### config.mk
export PLATFORM = sky130hd
export DESIGN_NAME = rst_pulse_ctrl
export DESIGN_NICKNAME = d
export VERILOG_FILES = /design/src/rtl/rst_pulse_ctrl.sv
export SDC_FILE = /design/constraint.sdc
export NUM_CORES = 1
export LEC_CHECK = 0
export ABC_AREA = 1
export CAP_MARGIN = 0
export CORE_AREA = 2 2 84 86
export CTS_CLUSTER_DIAMETER = 30
export DETAILED_ROUTE_END_ITERATION = 12
export DIE_AREA = 0 0 86 88
export PLACE_DENSITY = 0.79
export SYNTH_ARGS = -nofsm -noshare
export SYNTH_HDL_FRONTEND = slang
export SYNTH_SLANG_ARGS = --single-unit
### constraint.sdc
create_clock -name pclk -period 1.45 [get_ports pclk]
set_input_delay 0.2175 -clock pclk [delete_from_list [all_inputs] [get_ports pclk]]
set_output_delay 0.2175 -clock pclk [all_outputs]
set_load 0.01 [all_outputs]
### src/rtl/rst_pulse_ctrl.sv
module rst_pulse_ctrl #(
  parameter int DUR_W = 16,
  parameter int N_DOM = 4,
  parameter int AW    = 8
) (
  input  logic             pclk,
  input  logic             por_n,
  input  logic             psel,
  input  logic             penable,
  input  logic             pwrite,
  input  logic [AW-1:0]    paddr,
  input  logic [31:0]      pwdata,
  output logic [31:0]      prdata,
  output logic             pready,
  output logic             pslverr,
  input  logic             sw_req,
  input  logic             proto_req,
  input  logic             wdog_req,
  output logic             core_rst_n,
  output logic [N_DOM-1:0] dom_rst_n
);
  localparam int CNT_W = DUR_W + 3;
  localparam logic [AW-1:0] A_DUR  = AW'(8'h0C);
  localparam logic [AW-1:0] A_EN   = AW'(8'h10);
  localparam logic [AW-1:0] A_CAUS = AW'(8'h14);

  logic [DUR_W-1:0] dur;
  logic [N_DOM-1:0] en;
  logic [2:0]       cause;
  logic [CNT_W-1:0] cnt;
  logic             active;

  wire apb_wr  = psel & penable & pwrite;
  wire req_any = sw_req | proto_req | wdog_req;
  wire hit     = active | req_any;

  assign pready     = 1'b1;
  assign pslverr    = 1'b0;
  assign core_rst_n = por_n & ~hit;
  assign dom_rst_n  = {N_DOM{por_n}} & ~({N_DOM{hit}} & en);

  always_ff @(posedge pclk or negedge por_n) begin
    if (!por_n) begin
      dur <= '0;
      en  <= '0;
    end else if (apb_wr) begin
      if (paddr == A_DUR) dur <= pwdata[16 +: DUR_W];
      if (paddr == A_EN)  en  <= pwdata[N_DOM-1:0];
    end
  end

  always_ff @(posedge pclk or negedge por_n) begin
    if (!por_n) begin
      active <= 1'b0;
      cnt    <= '0;
    end else if (req_any) begin
      active <= 1'b1;
      cnt    <= {dur, 3'b111};
    end else if (active) begin
      if (cnt == '0) active <= 1'b0;
      else           cnt    <= cnt - 1'b1;
    end
  end

  always_ff @(posedge pclk or negedge por_n) begin
    if (!por_n)                 cause <= 3'b100;
    else if (wdog_req)          cause <= 3'b001;
    else if (sw_req | proto_req) cause <= 3'b010;
  end

  always_comb begin
    prdata = '0;
    if (paddr == A_DUR)       prdata = 32'({dur, 16'h0000});
    else if (paddr == A_EN)   prdata = 32'(en);
    else if (paddr == A_CAUS) prdata = 32'(cause);
  end

  p_req_starts_r4: assert property (@(posedge pclk) disable iff (!por_n)
    req_any |=> !core_rst_n);
  p_hold_r2: assert property (@(posedge pclk) disable iff (!por_n)
    (active && cnt != '0) |=> !core_rst_n);
  p_release_r2: assert property (@(posedge pclk) disable iff (!por_n)
    (active && cnt == '0 && !req_any) |=> active == 1'b0);
  p_restart_r8: assert property (@(posedge pclk) disable iff (!por_n)
    (active && req_any) |=> cnt == {dur, 3'b111});
  p_cause_onehot_r7: assert property (@(posedge pclk) disable iff (!por_n)
    $countones(cause) == 1);
  p_en_kept_r6: assert property (@(posedge pclk) disable iff (!por_n)
    !apb_wr |=> ($stable(en) && $stable(dur)));
  p_cause_ro_r10: assert property (@(posedge pclk) disable iff (!por_n)
    (apb_wr && !req_any) |=> $stable(cause));
endmodule

==> results of run 1 <==
==> state kept, by name (all words and copies together), names as in the netlist <==
| register | cells |
|---|---|
| cnt | 19 |
| cause | 3 |
| active | 1 |
| en | 4 |
| dur | 16 |
==> power groups by stage <==
stage | combinational, uW | clock [uW] | sequential, uW
2_1_floorplan | 189 | 0 | 1270
3_3_place_gp | 394 | 0 | 1270
3_5_place_dp | 402 | 0 | 1270
4_1_cts | 420 | 1000 | 1250
5_1_grt | 513 | 1050 | 1250
6_report | 466 | 990 | 1250
==> worst paths after layout <==
| check | start | endpoint | slack, ns | depth (start not counted) |
|---|---|---|---|---|
| worst max register to register | cnt[11] | cnt[8] | -0.06 | 10 |
| min in group pclk | wdog_req | cause[1] | 0.23 | 2 |
| worst max-delay path | cnt[11] | cnt[8] | -0.06 | 10 |
| max in group asynchronous | por_n | dur[12] | 1.06 | 2 |
| worst min register to register | cause[2] | cause[2] | 0.47 | 2 |
| worst min-delay path | por_n | en[3] | 0.007 | 2 |
==> cell families (layout without fill, tap and decap cells) <==
kind of cell,after synthesis,count (layout),share of synthesized area [%]
other,2,14,0.278
adders and majority gates,1,1,0.463
xor gates and xnor gates,2,2,0.648
and+or+nand+nor,260,260,40.5
buffers and inverters,72,187,12.5
AOI/OAI and AO/OA,29,29,5.74
DFF,43,43,39.8
==> what timing repair did <==
| action | 4_1_cts | 5_1_grt |
|---|---|---|
| buffers inserted | 7 | 3 |
| resized for setup | 183 | 66 |
| pin swaps | 14 | 30 |
| gates cloned | 3 | 3 |
| endpoints found under the setup margin | 60 | 61 |
==> through the flow <==
step                setup TNS, ns  instances  area [um2]
floorplan                  -0.361        421        2760
global placement           -30.82        592        3710
detailed placement         -33.91        592        3710
CTS                        -0.441        610        3940
global route                -3.17        616        4190
finish                     -0.859        616        4190
==> worst reg2reg max path, stage by stage (launching register included) <==
cell and delay [ns]:
dfrtp_1 0.39, nor2_2 0.16, nand2_1 0.09, nor2_1 0.11
buf_4 0.16, nand2_4 0.06, nor2_4 0.10, nor2_4 0.07
buf_6 0.15, nand3_2 0.07, nand2_1 0.05
==> routing by layer <==
metal / global-route usage [%] / vias up / wire length (um)
li1: - / 1504 / -
met1: 26.1 / 1507 / 3500
met2: 40.9 / 135 / 4650
met3: 3.39 / 27 / 438
met4: 9.52 / 0 / 337
met5: 0 / - / 0
==> cell type report <==
type / count / area (um2) / area share, %
clock buffer: 6 / 82.6 / 1.97
clock inverter: 2 / 35.0 / 0.836
inverter: 48 / 204 / 4.87
multi-input combinational: 306 / 1610 / 38.4
sequential: 43 / 1080 / 25.7
tap: 80 / 100 / 2.39
timing repair buffer: 129 / 1060 / 25.3
timing repair inverter: 2 / 22.5 / 0.537
==> cell usage in the layout (no fill, tap or decap), types with 12 or more instances in the layout <==
master	Yosys	layout
clkdlybuf4s50_1	0	23
dfrtp_1	42	42
nand3_1	52	40
nor2_1	62	37
nand2_1	132	122
nor2_4	0	12
conb_1	2	14
buf_2	4	21
buf_6	1	17
buf_4	15	62
inv_1	46	38
nor2_2	2	15
==> impl_metrics.py, run 1 <==
metrics = {
    "power": {
        "vdd_drop_max_mv": 0.606,
        "internal-power_uw": 2000,
        "p_sw_uw": 701,
        "p_clk_share_pct": 36.6,
        "swShare_pct": 25.9,
        "powerDensity_nw_per_um2": 645,
        "seq_power_share_pct": 46.1,
        "total_power_uw": 2700,
        "p_leak_uw": 0.00215,
        "p_comb_share_pct": 17.2,
    },
    "hold_path": {
        "hp-class": "in -> async",
    },
    "yosys": {
        "synth_enable_flop_cells": 0,
        "synth.distinct_cells": 27,
        "syn_inst": 409,
        "ys_top_cells_by_count": "nand2_1, nor2_1, nand3_1",
        "synth_seq_cells": 43,
        "syn-cell-area_um2": 2700,
        "syn_area_per_cell_um2": 6.61,
        "synth-async-reset-ratio_pct": 100,
        "yosys_warnings": 0,
        "ys_top_cells_by_area": "dfrtp_1, nand2_1, nand3_1, nor2_1, inv_1",
        "synth_most_common_cell": "nand2_1",
        "ys.flop_type": "dfrtp_1",
        "ys_seq_area_share_pct": 39.8,
        "synth.largest_area_cell": "dfrtp_1",
        "netlist.area_leader.share_pct": 38.9,
    },
    "clocking": {
        "cts_tree": "yes",
        "ctsHoldBuffers": 0,
        "cts_buffers": 5,
        "cts_buffer_depth": 2,
        "root_buffer": "clkbuf_8",
        "worstSkewPairLatency_ns": 0.30,
        "clk_pin_slew_worst_paths_ns": 0.08,
        "clkSinkCount": 43,
        "cts.htree.levels": 2,
    },
    "drt": {
        "vias": 3173,
        "first_pass_iters": 6,
        "routedWlPerCell_um": 14.5,
        "drtIter0Drc": 184,
        "remaining_drc_errors": 0,
        "drt-total-wl_um": 8930,
        "viasPerCell": 5.15,
        "ant_nets": 0,
    },
    "grt": {
        "antenna_found_initial": 0,
        "overflow": 0,
        "grtUsageTotal_pct": 22.4,
        "grt_max_degree": 44,
        "grt_pass1_vias": 3019,
        "grt_first_pass_wirelength_um": 13500,
    },
    "final_layout": {
        "fill_cells": 506,
        "final_util_pct": 63.1,
        "syn2layout_area_growth_pct": 55.0,
        "post_route_cells_drive_above_1_share_pct": 34.3,
        "final_nets": 584,
        "diodes": 0,
    },
    "timing": {
        "fin_skew_ns": 0.00943,
        "setup_viol": 23,
        "fin_ws_ns": -0.0617,
        "rsz0062_at_grt": "true",
        "fmax_mhz": 662,
        "finalMaxSlewViolations": 0,
        "tightest_slew_ns": 0.565,
        "min_period_ns": 1.51,
        "finalHoldViolations": 0,
        "slew_headroom_pct": 62.3,
        "whs_ns": 0.00739,
        "final_min_period_over_clock_period_pct": 104,
    },
    "die": {
        "core_um2": 6640,
        "io_pins": 87,
        "rows": 30,
        "die_area_um2": 7570,
        "start_util_pct": 40.7,
        "die_h_um": 88,
        "fp.dieW_um": 86,
    },
    "worst_setup_path": {
        "path_class": "reg -> reg",
        "crit_chain": "nor2_2, nand2_1, nor2_1, buf_4, nand2_4, nor2_4, nor2_4, buf_6, nand3_2, nand2_1",
        "cpPeakStageDelay_ns": 0.39,
        "critPathMaxFanout": 5,
        "crit_buf_inv": 2,
        "crit_required_ns": 1.65,
        "critPathArrivalTime_ns": 1.71,
        "cpMaxStageDelayCell": "dfrtp_1",
        "cp_top_family": "simple AND/OR/NAND/NOR gates",
        "cp-start-kind": "flop",
        "crit_path_end_kind": "flop",
    },
    "place": {
        "pre_cts_ws_ns": -0.823,
        "place_congestion": 0.890,
        "portBuffers": 60,
        "dp_hpwl_um": 5510,
    },
    "job": {
        "cap_violations": 0,
    },
    "run_status": {
        "outcome": "complete, but fails checks",
        "violations": "negative setup slack",
    },
}
(Power assumes the default switching activity.)
==> inputs of run 2 (changes only) <==
Settings changed: CORE_AREA 2 2 84 86 to 2 2 107 68, DIE_AREA 0 0 86 88 to 0 0 109 70.
==> impl_metrics.py, run 2 (synthesis results as in run 1) <==
metrics = {
    "worst_setup_path": {
        "worst-r2r-cell-count": 8,
        "cpPeakStageDelay_ns": 0.40,
        "cpMaxStageDelayCell": "dfrtp_1",
        "crit_path_end_kind": "flop",
        "crit_start": "cnt[0]",
        "r2r_end": "cnt[8]",
        "crit_required_ns": 1.67,
        "critPathMaxFanout": 3,
        "crit_buf_inv": 2,
        "cp-start-kind": "flop",
        "crit_path_frequent_cell": "nand3_1",
        "rrSetupSlack_ns": -0.10,
        "path_class": "reg -> reg",
        "path_depth": 8,
        "r2r_start": "cnt[0]",
        "critPathArrivalTime_ns": 1.77,
        "crit_path_end": "cnt[8]",
        "crit_chain": "inv_2, ha_4, nand2_4, buf_4, o21ai_0, nand3_1, nand3_1, nand2_1",
        "cp_top_family": "simple AND/OR/NAND/NOR gates",
    },
    "final_layout": {
        "mostFrequentLayoutCells": "nand2_1, buf_4, dfrtp_1, nand3_1, inv_1",
        "post_route_cells_drive_above_1_share_pct": 40.5,
        "seq_area_um2": 1080,
        "instances_no_fill": 642,
        "largest_register_ff_count": 19,
        "fill_cells": 507,
        "final_util_pct": 65.8,
        "multi_input_area_um2": 1730,
        "biggestRegsByFlops": "cnt (19), dur (16), en (4)",
        "syn2layout_area_growth_pct": 65.8,
        "final_nets": 599,
        "diodes": 0,
        "layout_commonest_cell": "nand2_1",
        "top_register": "cnt",
    },
    "clocking": {
        "clkSinkCount": 43,
        "cts_buffer_depth": 2,
        "clk_pin_slew_worst_paths_ns": 0.10,
        "cts.htree.levels": 2,
        "cts_tree": "yes",
        "cts_buffers": 5,
        "root_buffer": "clkbuf_8",
        "ctsHoldBuffers": 0,
        "worstSkewPairLatency_ns": 0.31,
    },
    "drt": {
        "viasPerCell": 5.22,
        "remaining_drc_errors": 0,
        "routedWlPerCell_um": 15.5,
        "first_pass_iters": 5,
        "vias": 3350,
        "drtIter0Drc": 335,
        "ant_nets": 0,
        "drt-total-wl_um": 9960,
    },
    "power": {
        "total_power_uw": 2980,
        "powerDensity_nw_per_um2": 664,
        "p_leak_uw": 0.00229,
        "vdd_drop_max_mv": 0.452,
    },
    "grt": {
        "grtUsageTotal_pct": 24.4,
        "grt_max_degree": 44,
        "grt_pass1_vias": 3052,
        "antenna_found_initial": 0,
        "grt_first_pass_wirelength_um": 14500,
        "overflow": 0,
    },
    "hold_path": {
        "hp-class": "in -> async",
    },
    "timing": {
        "min_period_ns": 1.55,
        "fin_ws_ns": -0.101,
        "finalHoldViolations": 14,
        "rsz0062_at_grt": "true",
        "finalMaxSlewViolations": 0,
        "whs_ns": -0.0118,
        "tightest_slew_ns": 0.555,
        "fmax_mhz": 645,
        "final_min_period_over_clock_period_pct": 107,
        "slew_headroom_pct": 63.0,
        "fin_skew_ns": 0.00952,
        "setup_viol": 22,
    },
    "run_status": {
        "outcome": "complete, but fails checks",
        "violations": "negative hold slack, negative setup slack",
    },
    "die": {
        "fp.dieW_um": 109,
        "core_um2": 6820,
        "die_area_um2": 7630,
        "start_util_pct": 39.7,
        "die_h_um": 70,
        "io_pins": 87,
        "rows": 24,
    },
    "place": {
        "portBuffers": 60,
        "place_congestion": 0.909,
        "dp_hpwl_um": 5950,
        "placedCellCount": 608,
    },
    "job": {
        "cap_violations": 0,
    },
}
-- run 2: worst register-to-register path, stage by stage, from the launching register on --
cell and delay [ns]:
dfrtp_1 0.40, inv_2 0.08, ha_4 0.15, nand2_4 0.06
buf_4 0.14, o21ai_0 0.25, nand3_1 0.19, nand3_1 0.13
nand2_1 0.05
-- run 2: worst min path at each step --
| stage | start | endpoint | slack [ns] | cells after the start |
|---|---|---|---|---|
| 6_report | por_n | cnt[11] | -0.01 | 2 |
| 5_1_grt | por_n | cnt[11] | 0.03 | 2 |
| 4_1_cts | por_n | cnt[11] | 0.002 | 2 |
| 3_5_place_dp | por_n | cnt[1] | 0.34 | 2 |
| 3_3_place_gp | por_n | cnt[1] | 0.34 | 2 |
| 2_1_floorplan | por_n | active | -0.08 | 0 |
-- run 2: power by group --
group / switching, uW / internal [uW]
combinational: 284 / 255
clock: 489 / 700
sequential: 22.6 / 1230
-- run 2: final cells by class --
class	count	share of cell area (%)
Sequential cell	43	24.1
Clock buffer	5	1.53
Timing Repair Buffer	144	26.7
Timing Repair inverter	2	0.502
Clock inverter	3	1.59
Multi-Input combinational cell	306	38.6
Inverter	48	4.44
Tap cell	91	2.54
-- run 2: routing by layer --
layer  track usage, %  up-vias  routed length [um]
li1                 -     1537                   -
met1             32.4     1596                4030
met2             39.0      183                4960
met3             6.35       34                 740
met4             7.55        0                 232
met5                0        -                   0
-- run 2: repair_timing --
| item | CTS | global route |
|---|---|---|
| resized for setup | 197 | 84 |
| cloned | 4 | 1 |
| endpoints found under the setup margin | 61 | 58 |
| pin swaps | 16 | 40 |
| setup buffers | 12 | 10 |
-- run 2: through the flow --
stage	area [um2]	worst slack, ns	TNS, ns
after global routing	4480	-0.146	-2.93
after floorplan	2760	-0.0361	-0.361
after CTS	4110	-0.0135	-0.0175
after detailed placement	3800	-0.804	-33.77
final	4480	-0.101	-1.16
after global placement	3800	-0.712	-30.80
